==> src/rtl/adc_scan_pkg.sv <==
package adc_scan_pkg;

   typedef enum logic [2:0] {
      ST_IDLE = 3'd0,
      ST_CFG  = 3'd1,
      ST_WAIT = 3'd2,
      ST_READ = 3'd3,
      ST_SEP  = 3'd4
   } seq_st_e;

   typedef enum logic [1:0] {
      SCAN_ONE     = 2'b00,
      SCAN_UPTO    = 2'b01,
      SCAN_REPEAT  = 2'b10,
      SCAN_ONE_ALT = 2'b11
   } scan_mode_e;

endpackage

==> src/rtl/adc_scan_plan.sv <==
module adc_scan_plan
   import adc_scan_pkg::*;
#(
   parameter int CH_W   = 3,
   parameter int REPEAT = 8,
   parameter int CNT_W  = 4
) (
   input  logic [1:0]       mode,
   input  logic [CH_W-1:0]  sel,
   input  logic [CH_W-1:0]  idx,
   output logic [CNT_W-1:0] count,
   output logic [CH_W-1:0]  tag
);

   generate
      if (REPEAT >= (1 << CNT_W)) begin : g_bad_repeat
         $error("REPEAT does not fit the word counter");
      end
   endgenerate

   always_comb begin
      case (scan_mode_e'(mode))
         SCAN_UPTO: begin
            count = CNT_W'(sel) + CNT_W'(1);
            tag   = idx;
         end
         SCAN_REPEAT: begin
            count = CNT_W'(REPEAT);
            tag   = sel;
         end
         default: begin
            count = CNT_W'(1);
            tag   = sel;
         end
      endcase
   end

endmodule

==> src/rtl/adc_scan_sclk_gen.sv <==
module adc_scan_sclk_gen #(
   parameter int HALF_DIV = 2
) (
   input  logic clk,
   input  logic rst_n,
   input  logic run,
   output logic sclk,
   output logic rise_tk,
   output logic fall_tk
);

   logic tick;

   generate
      if (HALF_DIV < 1) begin : g_bad_div
         $error("HALF_DIV must be at least 1");
      end
      if (HALF_DIV == 1) begin : g_nodiv
         assign tick = run;
      end else begin : g_div
         localparam int DIV_W = $clog2(HALF_DIV);
         logic [DIV_W-1:0] div_q;
         always_ff @(posedge clk or negedge rst_n) begin
            if (!rst_n) begin
               div_q <= '0;
            end else if (!run || div_q == DIV_W'(HALF_DIV - 1)) begin
               div_q <= '0;
            end else begin
               div_q <= div_q + DIV_W'(1);
            end
         end
         assign tick = run && (div_q == DIV_W'(HALF_DIV - 1));
      end
   endgenerate

   always_ff @(posedge clk or negedge rst_n) begin
      if (!rst_n) begin
         sclk <= 1'b0;
      end else if (!run) begin
         sclk <= 1'b0;
      end else if (tick) begin
         sclk <= ~sclk;
      end
   end

   assign rise_tk = tick & ~sclk;
   assign fall_tk = tick & sclk;

endmodule

==> src/rtl/adc_scan_eoc_sync.sv <==
module adc_scan_eoc_sync #(
   parameter int STAGES = 2
) (
   input  logic clk,
   input  logic rst_n,
   input  logic eoc_n,
   output logic fall
);

   generate
      if (STAGES < 2) begin : g_bad_stages
         $error("STAGES must be at least 2");
      end
   endgenerate

   logic [STAGES-1:0] sync_q;
   logic              last_q;

   always_ff @(posedge clk or negedge rst_n) begin
      if (!rst_n) begin
         sync_q <= '1;
         last_q <= 1'b1;
      end else begin
         sync_q <= {sync_q[STAGES-2:0], eoc_n};
         last_q <= sync_q[STAGES-1];
      end
   end

   assign fall = last_q & ~sync_q[STAGES-1];

endmodule

==> src/rtl/adc_scan_shifter.sv <==
module adc_scan_shifter #(
   parameter int CFG_W = 8,
   parameter int RES_W = 16
) (
   input  logic             clk,
   input  logic             rst_n,
   input  logic             load,
   input  logic [CFG_W-1:0] cfg,
   input  logic             tx_shift,
   input  logic             rx_shift,
   input  logic             miso,
   output logic             mosi,
   output logic [RES_W-1:0] rx_next
);

   generate
      if (CFG_W < 2 || RES_W < 2) begin : g_bad_width
         $error("shift widths must be at least 2");
      end
   endgenerate

   logic [CFG_W-1:0] tx_q;
   logic [RES_W-1:0] rx_q;

   always_ff @(posedge clk or negedge rst_n) begin
      if (!rst_n) begin
         tx_q <= '0;
      end else if (load) begin
         tx_q <= cfg;
      end else if (tx_shift) begin
         tx_q <= {tx_q[CFG_W-2:0], 1'b0};
      end
   end

   always_ff @(posedge clk or negedge rst_n) begin
      if (!rst_n) begin
         rx_q <= '0;
      end else if (rx_shift) begin
         rx_q <= rx_next;
      end
   end

   assign rx_next = {rx_q[RES_W-2:0], miso};
   assign mosi    = tx_q[CFG_W-1];

endmodule

==> src/rtl/adc_scan_ctrl.sv <==
module adc_scan_ctrl
   import adc_scan_pkg::*;
#(
   parameter int HALF_DIV    = 2,
   parameter int CFG_W       = 8,
   parameter int RES_W       = 16,
   parameter int CH_W        = 3,
   parameter int REPEAT      = 8,
   parameter int TMO_W       = 16,
   parameter int SEP_W       = 8,
   parameter int SYNC_STAGES = 2,
   parameter int MODE_LSB    = 3,
   parameter int SEL_LSB     = 5
) (
   input  logic             clk,
   input  logic             rst_n,
   input  logic             start_i,
   input  logic [CFG_W-1:0] cfg_i,
   input  logic [TMO_W-1:0] tmo_limit_i,
   input  logic [SEP_W-1:0] sep_time_i,
   input  logic             eoc_n_i,
   input  logic             miso_i,
   output logic             cs_n_o,
   output logic             sclk_o,
   output logic             mosi_o,
   output logic             busy_o,
   output logic             res_valid_o,
   output logic [RES_W-1:0] res_data_o,
   output logic [CH_W-1:0]  res_chan_o,
   output logic             err_tmo_o
);

   localparam int MAXN  = (REPEAT > (1 << CH_W)) ? REPEAT : (1 << CH_W);
   localparam int CNT_W = $clog2(MAXN + 1);
   localparam int BIT_W = $clog2((CFG_W > RES_W) ? CFG_W : RES_W);
   localparam int RDC_W = CNT_W + BIT_W + 1;

   generate
      if (SEL_LSB + CH_W > CFG_W) begin : g_bad_sel
         $error("channel field exceeds setup byte");
      end
      if (MODE_LSB + 2 > SEL_LSB) begin : g_bad_mode
         $error("scan field overlaps channel field");
      end
   endgenerate

   seq_st_e            st_q;
   logic               cs_n_q;
   logic               err_q;
   logic               vld_q;
   logic [RES_W-1:0]   data_q;
   logic [CH_W-1:0]    chan_q;
   logic [1:0]         mode_q;
   logic [CH_W-1:0]    sel_q;
   logic [BIT_W-1:0]   bit_q;
   logic [CNT_W-1:0]   idx_q;
   logic [TMO_W-1:0]   tmo_q;
   logic [TMO_W-1:0]   tmo_cnt_q;
   logic [SEP_W-1:0]   sep_q;
   logic [SEP_W-1:0]   sep_cnt_q;

   logic               run;
   logic               rise_tk;
   logic               fall_tk;
   logic               eoc_fall;
   logic               accept;
   logic [CNT_W-1:0]   word_cnt;
   logic [CH_W-1:0]    word_tag;
   logic [RES_W-1:0]   rx_next;

   assign run    = (st_q == ST_CFG) || (st_q == ST_READ);
   assign accept = (st_q == ST_IDLE) && start_i;

   adc_scan_sclk_gen #(.HALF_DIV(HALF_DIV)) u_sclk (
      .clk     (clk),
      .rst_n   (rst_n),
      .run     (run),
      .sclk    (sclk_o),
      .rise_tk (rise_tk),
      .fall_tk (fall_tk)
   );

   adc_scan_eoc_sync #(.STAGES(SYNC_STAGES)) u_eoc (
      .clk   (clk),
      .rst_n (rst_n),
      .eoc_n (eoc_n_i),
      .fall  (eoc_fall)
   );

   adc_scan_shifter #(.CFG_W(CFG_W), .RES_W(RES_W)) u_shift (
      .clk      (clk),
      .rst_n    (rst_n),
      .load     (accept),
      .cfg      (cfg_i),
      .tx_shift ((st_q == ST_CFG) && fall_tk),
      .rx_shift ((st_q == ST_READ) && rise_tk),
      .miso     (miso_i),
      .mosi     (mosi_o),
      .rx_next  (rx_next)
   );

   adc_scan_plan #(.CH_W(CH_W), .REPEAT(REPEAT), .CNT_W(CNT_W)) u_plan (
      .mode  (mode_q),
      .sel   (sel_q),
      .idx   (idx_q[CH_W-1:0]),
      .count (word_cnt),
      .tag   (word_tag)
   );

   always_ff @(posedge clk or negedge rst_n) begin
      if (!rst_n) begin
         st_q      <= ST_IDLE;
         cs_n_q    <= 1'b1;
         err_q     <= 1'b0;
         vld_q     <= 1'b0;
         data_q    <= '0;
         chan_q    <= '0;
         mode_q    <= '0;
         sel_q     <= '0;
         bit_q     <= '0;
         idx_q     <= '0;
         tmo_q     <= '0;
         tmo_cnt_q <= '0;
         sep_q     <= '0;
         sep_cnt_q <= '0;
      end else begin
         vld_q <= 1'b0;
         case (st_q)
            ST_IDLE: begin
               if (start_i) begin
                  mode_q <= cfg_i[MODE_LSB +: 2];
                  sel_q  <= cfg_i[SEL_LSB +: CH_W];
                  tmo_q  <= tmo_limit_i;
                  sep_q  <= sep_time_i;
                  cs_n_q <= 1'b0;
                  err_q  <= 1'b0;
                  bit_q  <= '0;
                  idx_q  <= '0;
                  st_q   <= ST_CFG;
               end
            end
            ST_CFG: begin
               if (fall_tk) begin
                  if (bit_q == BIT_W'(CFG_W - 1)) begin
                     bit_q     <= '0;
                     tmo_cnt_q <= '0;
                     st_q      <= ST_WAIT;
                  end else begin
                     bit_q <= bit_q + BIT_W'(1);
                  end
               end
            end
            ST_WAIT: begin
               if (eoc_fall) begin
                  st_q <= ST_READ;
               end else if (tmo_cnt_q >= tmo_q) begin
                  err_q     <= 1'b1;
                  cs_n_q    <= 1'b1;
                  sep_cnt_q <= SEP_W'(1);
                  st_q      <= ST_SEP;
               end else begin
                  tmo_cnt_q <= tmo_cnt_q + TMO_W'(1);
               end
            end
            ST_READ: begin
               if (rise_tk) begin
                  if (bit_q == BIT_W'(RES_W - 1)) begin
                     bit_q  <= '0;
                     vld_q  <= 1'b1;
                     data_q <= rx_next;
                     chan_q <= word_tag;
                     idx_q  <= idx_q + CNT_W'(1);
                  end else begin
                     bit_q <= bit_q + BIT_W'(1);
                  end
               end
               if (fall_tk && idx_q == word_cnt) begin
                  cs_n_q    <= 1'b1;
                  sep_cnt_q <= SEP_W'(1);
                  st_q      <= ST_SEP;
               end
            end
            ST_SEP: begin
               if (sep_cnt_q >= sep_q) begin
                  st_q <= ST_IDLE;
               end else begin
                  sep_cnt_q <= sep_cnt_q + SEP_W'(1);
               end
            end
            default: st_q <= ST_IDLE;
         endcase
      end
   end

   assign cs_n_o      = cs_n_q;
   assign busy_o      = (st_q != ST_IDLE);
   assign res_valid_o = vld_q;
   assign res_data_o  = data_q;
   assign res_chan_o  = chan_q;
   assign err_tmo_o   = err_q;

   // Support counters for the checks below.
   logic [BIT_W:0]   cfg_rises_q;
   logic [RDC_W-1:0] rd_rises_q;
   logic [SEP_W:0]   hi_run_q;

   always_ff @(posedge clk or negedge rst_n) begin
      if (!rst_n) begin
         cfg_rises_q <= '0;
         rd_rises_q  <= '0;
         hi_run_q    <= '0;
      end else begin
         if (accept) begin
            cfg_rises_q <= '0;
            rd_rises_q  <= '0;
         end else begin
            if (st_q == ST_CFG && rise_tk) cfg_rises_q <= cfg_rises_q + (BIT_W+1)'(1);
            if (st_q == ST_READ && rise_tk) rd_rises_q <= rd_rises_q + RDC_W'(1);
         end
         if (cs_n_o && busy_o) hi_run_q <= hi_run_q + (SEP_W+1)'(1);
         else hi_run_q <= '0;
      end
   end

   assert_cfg_len_R1: assert property (@(posedge clk) disable iff (!rst_n)
      (st_q == ST_WAIT && $past(st_q) == ST_CFG) |-> cfg_rises_q == (BIT_W+1)'(CFG_W));

   assert_wait_quiet_R2: assert property (@(posedge clk) disable iff (!rst_n)
      (st_q == ST_WAIT) |-> !sclk_o);

   assert_read_len_R3: assert property (@(posedge clk) disable iff (!rst_n)
      ($rose(cs_n_o) && !err_tmo_o) |-> rd_rises_q == RDC_W'(word_cnt) * RDC_W'(RES_W));

   assert_valid_single_R4: assert property (@(posedge clk) disable iff (!rst_n)
      res_valid_o |=> !res_valid_o);

   assert_sclk_framed_R6: assert property (@(posedge clk) disable iff (!rst_n)
      $rose(sclk_o) |-> !cs_n_o);

   assert_cs_release_R6: assert property (@(posedge clk) disable iff (!rst_n)
      $rose(cs_n_o) |-> !sclk_o);

   assert_sep_hold_R7: assert property (@(posedge clk) disable iff (!rst_n)
      $fell(busy_o) |-> hi_run_q >= (SEP_W+1)'(sep_q));

   assert_busy_cover_R7: assert property (@(posedge clk) disable iff (!rst_n)
      !cs_n_o |-> busy_o);

endmodule

==> config.mk <==
export PLATFORM = sky130hd
export DESIGN_NAME = adc_scan_ctrl
export DESIGN_NICKNAME = d
export VERILOG_FILES = /design/src/rtl/adc_scan_pkg.sv /design/src/rtl/adc_scan_plan.sv /design/src/rtl/adc_scan_sclk_gen.sv /design/src/rtl/adc_scan_eoc_sync.sv /design/src/rtl/adc_scan_shifter.sv /design/src/rtl/adc_scan_ctrl.sv
export SDC_FILE = /design/constraint.sdc
export NUM_CORES = 1
export LEC_CHECK = 0
export ABC_AREA = 1
export BUFFER_PORTS_ARGS = -buffer_cell sky130_fd_sc_hd__clkbuf_2
export CAP_MARGIN = 20
export CORE_MARGIN = 2
export CORE_UTILIZATION = 59
export CTS_CLUSTER_SIZE = 12
export DETAILED_ROUTE_END_ITERATION = 16
export PLACE_DENSITY_LB_ADDON = 0.15
export SLEW_MARGIN = 15
export SYNTH_ARGS = -nofsm -noshare
export SYNTH_HDL_FRONTEND = slang
export SYNTH_HIERARCHICAL = 1
export SYNTH_SLANG_ARGS = --single-unit
==> constraint.sdc <==
create_clock -name clk -period 2.33 [get_ports clk]
set_input_delay 0.466 -clock clk [delete_from_list [all_inputs] [get_ports clk]]
set_output_delay 0.466 -clock clk [all_outputs]
set_load 0.005 [all_outputs]
==> results of run 1 <==
## stage by stage
stage / util, % / TNS, ps / instances / power [uW] / setup WS (ps)
6_report: 71.01 / 0 / 990 / 7876 / 175.4
2_1_floorplan: - / 0 / 762 / 4590 / 400.3
4_1_cts: 70.69 / 0 / 986 / 7857 / 113.1
3_3_place_gp: 64.56 / 0 / 952 / 5067 / 231.3
3_5_place_dp: 64.56 / 0 / 952 / 5184 / 137.5
5_1_grt: 71.01 / -72.28 / 990 / 8447 / -28.46
## cell type report
cell class | count | area (sq um)
Tap cell | 136 | 170.2
Fill cell | 820 | 2953
Sequential cell | 114 | 2858
Inverter | 80 | 302.8
Clock inverter | 14 | 176.4
Clock buffer | 18 | 427.9
Multi-Input combinational cell | 549 | 2824
Timing Repair Buffer | 79 | 473.0
## repair_timing
| action | CTS | global route |
|---|---|---|
| endpoints found under the setup margin | 0 | 11 |
| hold buffers | 2 | 0 |
| buffers inserted | 0 | 4 |
| hold endpoints to repair | 39 | 0 |
| resized for setup | 0 | 2 |
## final timing paths
path	from	to	slack (ps)	depth (start not counted)
min in group asynchronous	rst_n	tmo_q[9]	480	2
worst min-delay path	tmo_limit_i[4]	tmo_q[4]	150	3
worst max register to register	mode_q[1]	sep_cnt_q[3]	180	15
worst max-delay path	mode_q[1]	sep_cnt_q[3]	180	15
worst min register to register	u_eoc/sync_q[0]	u_eoc/sync_q[1]	360	0
max in group asynchronous	rst_n	cs_n_o	1170	3
## where the power goes
part | switching [uW] | leakage [uW] | internal, uW | total (uW)
Combinational | 1610 | 0.00200 | 891 | 2500
Sequential | 289 | 0.00149 | 2460 | 2750
Clock | 957 | 0.000293 | 1670 | 2630
Total | 2850 | 0.00378 | 5020 | 7880
## layer usage
| metal | vias to the layer above | wire length [um] |
|---|---|---|
| met5 | - | 0 |
| met4 | 0 | 272 |
| met3 | 28 | 474 |
| met2 | 102 | 6084 |
| met1 | 2350 | 5762 |
| li1 | 2570 | - |
## critical path, delay by kind of cell (launching register included)
family                     cells  cell delay, ps
AOI/OAI and AO/OA              2             320
buffers and inverters          2             220
adders and majority gates      1             230
and+or+nand+nor               10             930
DFF                            1             390
## registers in the layout (all words and copies together), names as in the netlist, 2 cells and up
signal and count:
res_data_o 16, bit_q 4, tmo_cnt_q 16, sel_q 3, tmo_q 16, st_q 3
u_shift/rx_q 15, res_chan_o 3, mode_q 2, sep_q 8, u_eoc/sync_q 2, u_shift/tx_q 8
sep_cnt_q 8, idx_q 4
## cell families (layout without fill, tap and decap cells)
| group | count (synthesis) | in the layout | share of synthesized area (%) |
|---|---|---|---|
| simple gates | 429 | 429 | 30.29 |
| flops | 114 | 114 | 46.72 |
| buf+inv | 99 | 191 | 7.200 |
| compound gates | 73 | 73 | 7.159 |
| fa+ha+maj | 31 | 31 | 6.341 |
| xor+xnor | 16 | 16 | 2.291 |
## cell usage in the layout, fill, tap and decap left out, types with 4 or more instances in the layout
cell type,instances
ha_1,30
inv_1,75
xnor2_1,5
nor3_1,5
dfrtp_1,110
nor2_2,6
a21oi_2,7
nor2_4,4
nor2_1,64
a21oi_1,17
nand2_2,6
clkbuf_16,16
nand2_4,4
o21ai_2,5
dfstp_2,4
xor2_1,11
inv_2,4
o21ai_1,8
clkbuf_2,60
o21ai_0,29
buf_4,15
nand3_1,58
inv_6,4
nand4_1,4
nand2_1,268
## cell usage after synthesis (all sizes together)
cell,instances
nand2,278
dfrtp,110
inv,80
nor2,76
nand3,59
o21ai,42
ha,31
a21oi,25
buf,17
xor2,11
nor3,5
xnor2,5
dfstp,4
nand4,4
nor3b,3
clkbuf,2
o21bai,2
or2,2
a21boi,1
a22o,1
and2,1
nand3b,1
o21a,1
o31ai,1
==> results.cfg, run 1 <==
[drt]
route.final.wire_length_um = 12590
vias_per_cell = 5.101
firstDrtPassIters = 5
num_vias = 5050
drtAntennaViolNets = 0
drt-initial-drc-count = 308
drc = 0
wl_per_cell_um = 12.72

[clocking]
cts_root_buf = clkbuf_8
cts_max_level = 4
cts_buffers = 17
path_clk_slew_ps = 60
clockBufferDepth = 2
clkSinkCount = 114
clock_latency_ps = 520
tritoncts = done

[synth]
ys_seq_elements = 114
netlist.area_leader.share_pct = 45.00
ys_seq_area_share_pct = 46.72
syn_inst = 762
yosys.area.top_type = dfrtp_1
synth_cell_type_count = 39
synth_nets = 830
syn-cell-area_sq_um = 6117
ys_warn_count = 6
synth.area.top_cells = dfrtp_1 (45%), nand2_1 (16%), ha_1 (6.3%), nand3_1 (4.7%), inv_1 (4.6%)
synth_area_per_cell_sq_um = 8.028

[grt]
top_usage_layer = met2
grt_antenna_before_repair = 0
grt_pass1_vias = 4854
overflow = 0
grt_util_met1_pct = 31.22
use_met3_pct = 5.751
grt_max_degree = 48
grt_pass1_wl_um = 21730
track_usage_pct = 24.35
grtUsageMet2_pct = 40.28

[floorplan]
initial_core_util_pct = 60.06
rows = 37
pin_count = 62
dieArea_sq_um = 11200
core_area_sq_um = 10180
die_h_um = 105.8
die_w_um = 105.8

[setup_path]
crit_required_ps = 2790
path_common_cell = nand2_1
cpMaxStageDelayCell = dfrtp_1
cp_max_fo = 7
cp_data_arrival_time_ps = 2620
crit_chain = inv_1 -> ha_2 -> nand2_1 -> nor2_1 -> nor2_1 -> nor2_1 -> o21ai_0 -> nor2_1 -> nand2_1 -> nand2_1 -> nand2_1 -> a21oi_4 -> buf_4 -> nand3_1 -> nand2_1
critPathLaunchType = register
max_stage_delay_ps = 390
endpoint_kind = register
critPathKind = register to register

[place]
port_buffers = 61
place_area_sq_um = 6575
gp_congestion = 0.9076
dp_hpwl_um = 8674

[sta]
setup_violations = 0
period_needed_ps = 2155
period_share_pct = 92.47
finalClockSkew_ps = 5.555
whs_ps = 147.8
hold_viol = 0
tightestPinTransition_ps = 606.6
slew_violations = 0
fmax_mhz = 464.1
slew_headroom_pct = 59.51

[outcome]
status = complete, no violations

[finish]
layout.nets = 909
syn2layout_area_growth_pct = 18.22
num_antenna_cells = 0
drive_gt1_share_pct = 18.50
final_cell_area_sq_um = 7232

[hold_path]
hold_path_class = input pin to register

[power_and_ir_drop]
p_leak_uw = 0.003783
irDropWorstVdd_mv = 0.8411
power_density_nw_per_um2 = 1089

[job]
maxCapViolations = 0
(Power assumes the default switching activity.)
==> run 2: changes to the inputs <==
--- a/config.mk
+++ b/config.mk
@@ -9,7 +9,7 @@
 export BUFFER_PORTS_ARGS = -buffer_cell sky130_fd_sc_hd__clkbuf_2
 export CAP_MARGIN = 20
 export CORE_MARGIN = 2
-export CORE_UTILIZATION = 59
+export CORE_UTILIZATION = 50
 export CTS_CLUSTER_SIZE = 12
 export DETAILED_ROUTE_END_ITERATION = 16
 export PLACE_DENSITY_LB_ADDON = 0.15
==> run 2 against run 1 <==
Net effect: count of clock-buffer cells in the layout grew 5; worst hold slack lost 11 ps; critical path type unchanged; final cell count grew 0.81%; clock skew grew 1.8 ps; first-iteration DRC count shrank 33%; sequential power is essentially flat.
==> results.cfg, run 2 (synthesis gave the netlist of run 1 again) <==
[clocking]
cts_root_buf = clkbuf_16
path_clk_slew_ps = 50
tritoncts = done
clock_latency_ps = 410
clkSinkCount = 114
cts_buffers = 17
cts_max_level = 4
clockBufferDepth = 2

[setup_path]
critPathKind = register to register
endpoint_kind = register
max_stage_delay_ps = 430
cpMaxStageDelayCell = dfrtp_1
critPathLaunchType = register
crit_chain = ha_1 -> a21oi_1 -> o21ai_0 -> a21oi_1 -> nand2_1 -> nand2_2 -> buf_4 -> nand3_1 -> nand2_1
crit_required_ps = 2670
cp_max_fo = 11
cp_data_arrival_time_ps = 2500

[drt]
drtAntennaViolNets = 0
wl_per_cell_um = 11.86
firstDrtPassIters = 6
drt-initial-drc-count = 205
vias_per_cell = 4.929
num_vias = 4919
route.final.wire_length_um = 11840
drc = 0

[sta]
period_needed_ps = 2157
whs_ps = 136.7
tightestPinTransition_ps = 631.2
finalClockSkew_ps = 7.318
slew_violations = 0
fmax_mhz = 463.6
setup_violations = 0
tns_ps = 0
hold_viol = 0
period_share_pct = 92.58
slew_headroom_pct = 57.87

[finish]
final_cell_area_sq_um = 7219
syn2layout_area_growth_pct = 18.02
num_antenna_cells = 0
layout_common_cells = nand2_1 (268), dfrtp_1 (110), inv_1 (75)
layout.nets = 906
final_common_cell = nand2_1
drive_gt1_share_pct = 18.10

[outcome]
status = complete, no violations

[floorplan]
die_h_um = 114.6
initial_core_util_pct = 51.14
dieArea_sq_um = 13140
pin_count = 62
rows = 40
die_w_um = 114.6
core_area_sq_um = 11960

[grt]
grt_pass1_vias = 4791
grt_antenna_before_repair = 0
overflow = 0
track_usage_pct = 20.19
grt_pass1_wl_um = 21160
grt_max_degree = 51

[power_and_ir_drop]
p_leak_uw = 0.003768
p_total_uw = 7825
irDropWorstVdd_mv = 0.6096
power_density_nw_per_um2 = 1084

[place]
gp_congestion = 0.8786
place_area_sq_um = 6576
dp_hpwl_um = 8523
port_buffers = 61

[job]
maxCapViolations = 0

[hold_path]
hold_path_class = input pin to register
==> run 2: area by class of cell <==
class / count / area, sq um
Clock buffer: 23 / 488.0
Clock inverter: 9 / 127.6
Fill cell: 1084 / 4742
Inverter: 80 / 302.8
Multi-Input combinational cell: 549 / 2824
Sequential cell: 114 / 2858
Tap cell: 147 / 183.9
Timing Repair Buffer: 76 / 435.4
==> run 2: final timing paths <==
path,endpoint,start,slack [ps],cells past startpoint
worst max-delay path,tmo_cnt_q[9],tmo_cnt_q[11],170,9
max in group asynchronous,tmo_q[7],rst_n,1080,3
worst min-delay path,u_eoc/sync_q[0],eoc_n_i,140,1
worst min register to register,u_eoc/sync_q[1],u_eoc/sync_q[0],350,0
worst max register to register,tmo_cnt_q[9],tmo_cnt_q[11],170,9
min in group asynchronous,tmo_q[13],rst_n,530,2
==> run 2: worst max-delay path: cells and delay by family, from the launching register on <==
family | cells | cell delay (ps)
flops | 1 | 430
simple gates | 4 | 520
fa+ha+maj | 1 | 330
buf+inv | 1 | 210
compound gates | 3 | 620
==> run 2: through the flow <==
step / setup WS (ps) / instances / util (%)
after floorplan: 400.3 / 762 / -
after global placement: 224.2 / 963 / 54.98
after detailed placement: 126.6 / 963 / 54.98
after CTS: 123.8 / 996 / 60.21
after global routing: -6.279 / 998 / 60.36
final: 172.9 / 998 / 60.36
==> run 2: layer usage <==
metal  track usage, %  wire, um
met1            26.71      5874
met2            31.56      5517
met3            5.347       357
met4            8.293        89
met5                0         0
==> run 2: timing repair <==
item | in CTS | in global routing
setup buffers | 0 | 2
hold endpoints to repair | 24 | 0
resized for setup | 0 | 2
setup endpoints to repair | 0 | 8
hold buffers | 1 | 0
==> run 2: where the power goes <==
part / leakage, uW / total, uW / switching (uW) / internal (uW)
Combinational: 0.00198 / 2420 / 1550 / 864
Clock: 0.000295 / 2670 / 880 / 1790
Sequential: 0.00149 / 2740 / 274 / 2460
Total: 0.00377 / 7820 / 2710 / 5120
==> run 3: changes to the inputs <==
--- a/config.mk
+++ b/config.mk
@@ -5,7 +5,6 @@
 export SDC_FILE = /design/constraint.sdc
 export NUM_CORES = 1
 export LEC_CHECK = 0
-export ABC_AREA = 1
 export BUFFER_PORTS_ARGS = -buffer_cell sky130_fd_sc_hd__clkbuf_2
 export CAP_MARGIN = 20
 export CORE_MARGIN = 2
==> run 3 against run 2 <==
Net effect: the flow now finishes with violations (negative hold slack, negative setup slack); critical path depth unchanged; clock power about the same; synthesized area down 6.6%; count of clock-buffer cells in the layout up 6; sequential power about the same; via count down 12%; critical endpoint is now tmo_cnt_q[15]; non-clock buffer count up 42; sequential cell count unchanged; die area down 6.4%.
==> results.cfg, run 3 <==
[outcome]
status = finished, violations left
violations = negative hold slack, negative setup slack

[synth]
ys_seq_elements = 114
yosys.area.top_type = dfrtp_1
ys_seq_area_share_pct = 50.03
synth.area.top_cells = dfrtp_1 (48%), ha_1 (6.8%), mux2_2 (6.1%), o21ai_0 (4.3%), nand2_1 (3.5%)
synth_edf_count = 0
netlist.area_leader.share_pct = 48.19
ys_warn_count = 6
synth_cell_type_count = 60
synth_area_per_cell_sq_um = 10.82
synthTopCellsByCount = dfrtp_1 (110), nand2_1 (53), o21ai_0 (49)
syn_inst = 528
yosys.cell_count.top_type = dfrtp_1
ys.flop_type = dfrtp_1
synth_nets = 596
syn-cell-area_sq_um = 5712
synthArstFlopShare_pct = 100.0

[finish]
fill_cells = 859
syn2layout_area_growth_pct = 31.13
final_common_cell = dfrtp_1
final_cell_area_sq_um = 7490
num_antenna_cells = 0
layout_common_cells = dfrtp_1 (110), clkbuf_2 (60), nand2_1 (53)
drive_gt1_share_pct = 38.11
layout.nets = 711

[grt]
overflow = 0
grt_max_degree = 60
grt_antenna_before_repair = 0
grt_pass1_vias = 4339
grt_pass1_wl_um = 20510
track_usage_pct = 20.76

[drt]
drtAntennaViolNets = 0
num_vias = 4344
vias_per_cell = 5.437
route.final.wire_length_um = 12560
drt-initial-drc-count = 151
drc = 0
firstDrtPassIters = 4
wl_per_cell_um = 15.72

[clocking]
cts_max_level = 4
clockBufferDepth = 2
clock_latency_ps = 410
path_clk_slew_ps = 50
tritoncts = done
clkSinkCount = 114
cts_root_buf = clkbuf_16
cts_buffers = 17

[job]
maxCapViolations = 0

[floorplan]
pin_count = 62
die_w_um = 110.9
rows = 39
die_h_um = 110.9
initial_core_util_pct = 50.67
core_area_sq_um = 11270
dieArea_sq_um = 12290

[sta]
period_share_pct = 108.9
setup_violations = 15
tns_ps = -1805
period_needed_ps = 2538
fmax_mhz = 393.9
rsz0062_at_grt = true
slew_violations = 0
layout_setup_ws_ps = -208.4
whs_ps = -4.215
tightestPinTransition_ps = 436.6
hold_viol = 6
finalClockSkew_ps = 5.994
slew_headroom_pct = 70.89

[power_and_ir_drop]
power_density_nw_per_um2 = 1031
irDropWorstVdd_mv = 0.7089
p_leak_uw = 0.003607

[setup_path]
critPathKind = register to register
cp_data_arrival_time_ps = 2880
crit_required_ps = 2670
critPathLaunchType = register
cp_max_fo = 6
endpoint_kind = register

[hold_path]
hold_path_class = input pin to asynchronous set/reset pin

[place]
gp_congestion = 0.8849
place_area_sq_um = 6465
port_buffers = 61
pre_cts_ws_ps = -177.9
dp_hpwl_um = 8193
==> run 3: changes by cell type after synthesis, sizes merged, moves of 8 or more <==
cell / before / now
nand2b: 0 / 10
mux2i: 0 / 11
or3: 0 / 9
inv: 80 / 36
nand3: 59 / 14
mux2: 0 / 44
nand2: 278 / 53
clkbuf: 2 / 14
o21ai: 42 / 50
buf: 17 / 9
nor2: 76 / 25
==> run 3: power by group <==
group	total [uW]	internal (uW)	switching (uW)
clock network	2640	1800	843
registers	2750	2450	293
logic	2330	1130	1200
total	7720	5380	2340
==> run 3: layer usage <==
metal,global-route usage [%],share of wire [%]
met4,10.00,2.5
met3,5.085,3.5
met2,33.95,51
met5,0,0
met1,25.96,43
==> run 3: final timing paths <==
| kind | startpoint | to | slack, ps | depth (start not counted) |
|---|---|---|---|---|
| setup / recovery | tmo_q[9] | tmo_cnt_q[15] | -210 | 9 |
| hold / removal | rst_n | tmo_q[1] | -4 | 1 |
| setup reg to reg | tmo_q[9] | tmo_cnt_q[15] | -210 | 9 |
| hold reg to reg | u_eoc/sync_q[0] | u_eoc/sync_q[1] | 360 | 0 |
| max in group asynchronous | rst_n | sep_q[0] | 1620 | 2 |
| min in group clk | eoc_n_i | u_eoc/sync_q[0] | 140 | 1 |
==> run 3: logic make-up after synthesis <==
logic type               count (synthesis)  synth area share (%)
XOR/XNOR                                11                 1.687
adder cells (fa/ha/maj)                 31                 6.791
flip-flops                             114                 50.03
AO/OA/AOI/OAI                          105                 11.63
buffers and inverters                   59                 4.666
multiplexers                            55                 11.46
AND/OR/NAND/NOR                        153                 13.74
==> run 3: repair_timing <==
item	CTS	global route
pin swaps	7	31
resized for setup	20	43
hold buffers	0	0
cloned	0	3
setup endpoints to repair	23	44
setup buffers	5	6
hold endpoints to repair	0	0
==> run 3: cell type report <==
type	count	area, sq um	share of cell area (%)
Inverter	36	135.1	1.804
Clock inverter	3	65.06	0.8687
Timing Repair Buffer	118	823.3	10.99
Tap cell	143	178.9	2.389
Clock buffer	29	550.5	7.350
Multi-Input combinational cell	356	2879	38.44
Sequential cell	114	2858	38.16
==> run 3: per-stage QoR <==
stage | instances | power, uW | utilization, %
6_report | 799 | 7720 | 66.44
5_1_grt | 799 | 8213 | 66.44
4_1_cts | 790 | 7559 | 63.86
3_5_place_dp | 754 | 4803 | 57.35
3_3_place_gp | 754 | 4702 | 57.35
2_1_floorplan | 528 | 4129 | -
==> run 3: worst max-delay path: stages, from the launching register on <==
cell and delay [ps]:
dfrtp_1 370, inv_2 80, ha_4 200, a21o_1 160
a221o_1 370, a2111oi_4 440, nand3_4 140, buf_6 160
or4_4 410, a21oi_1 130
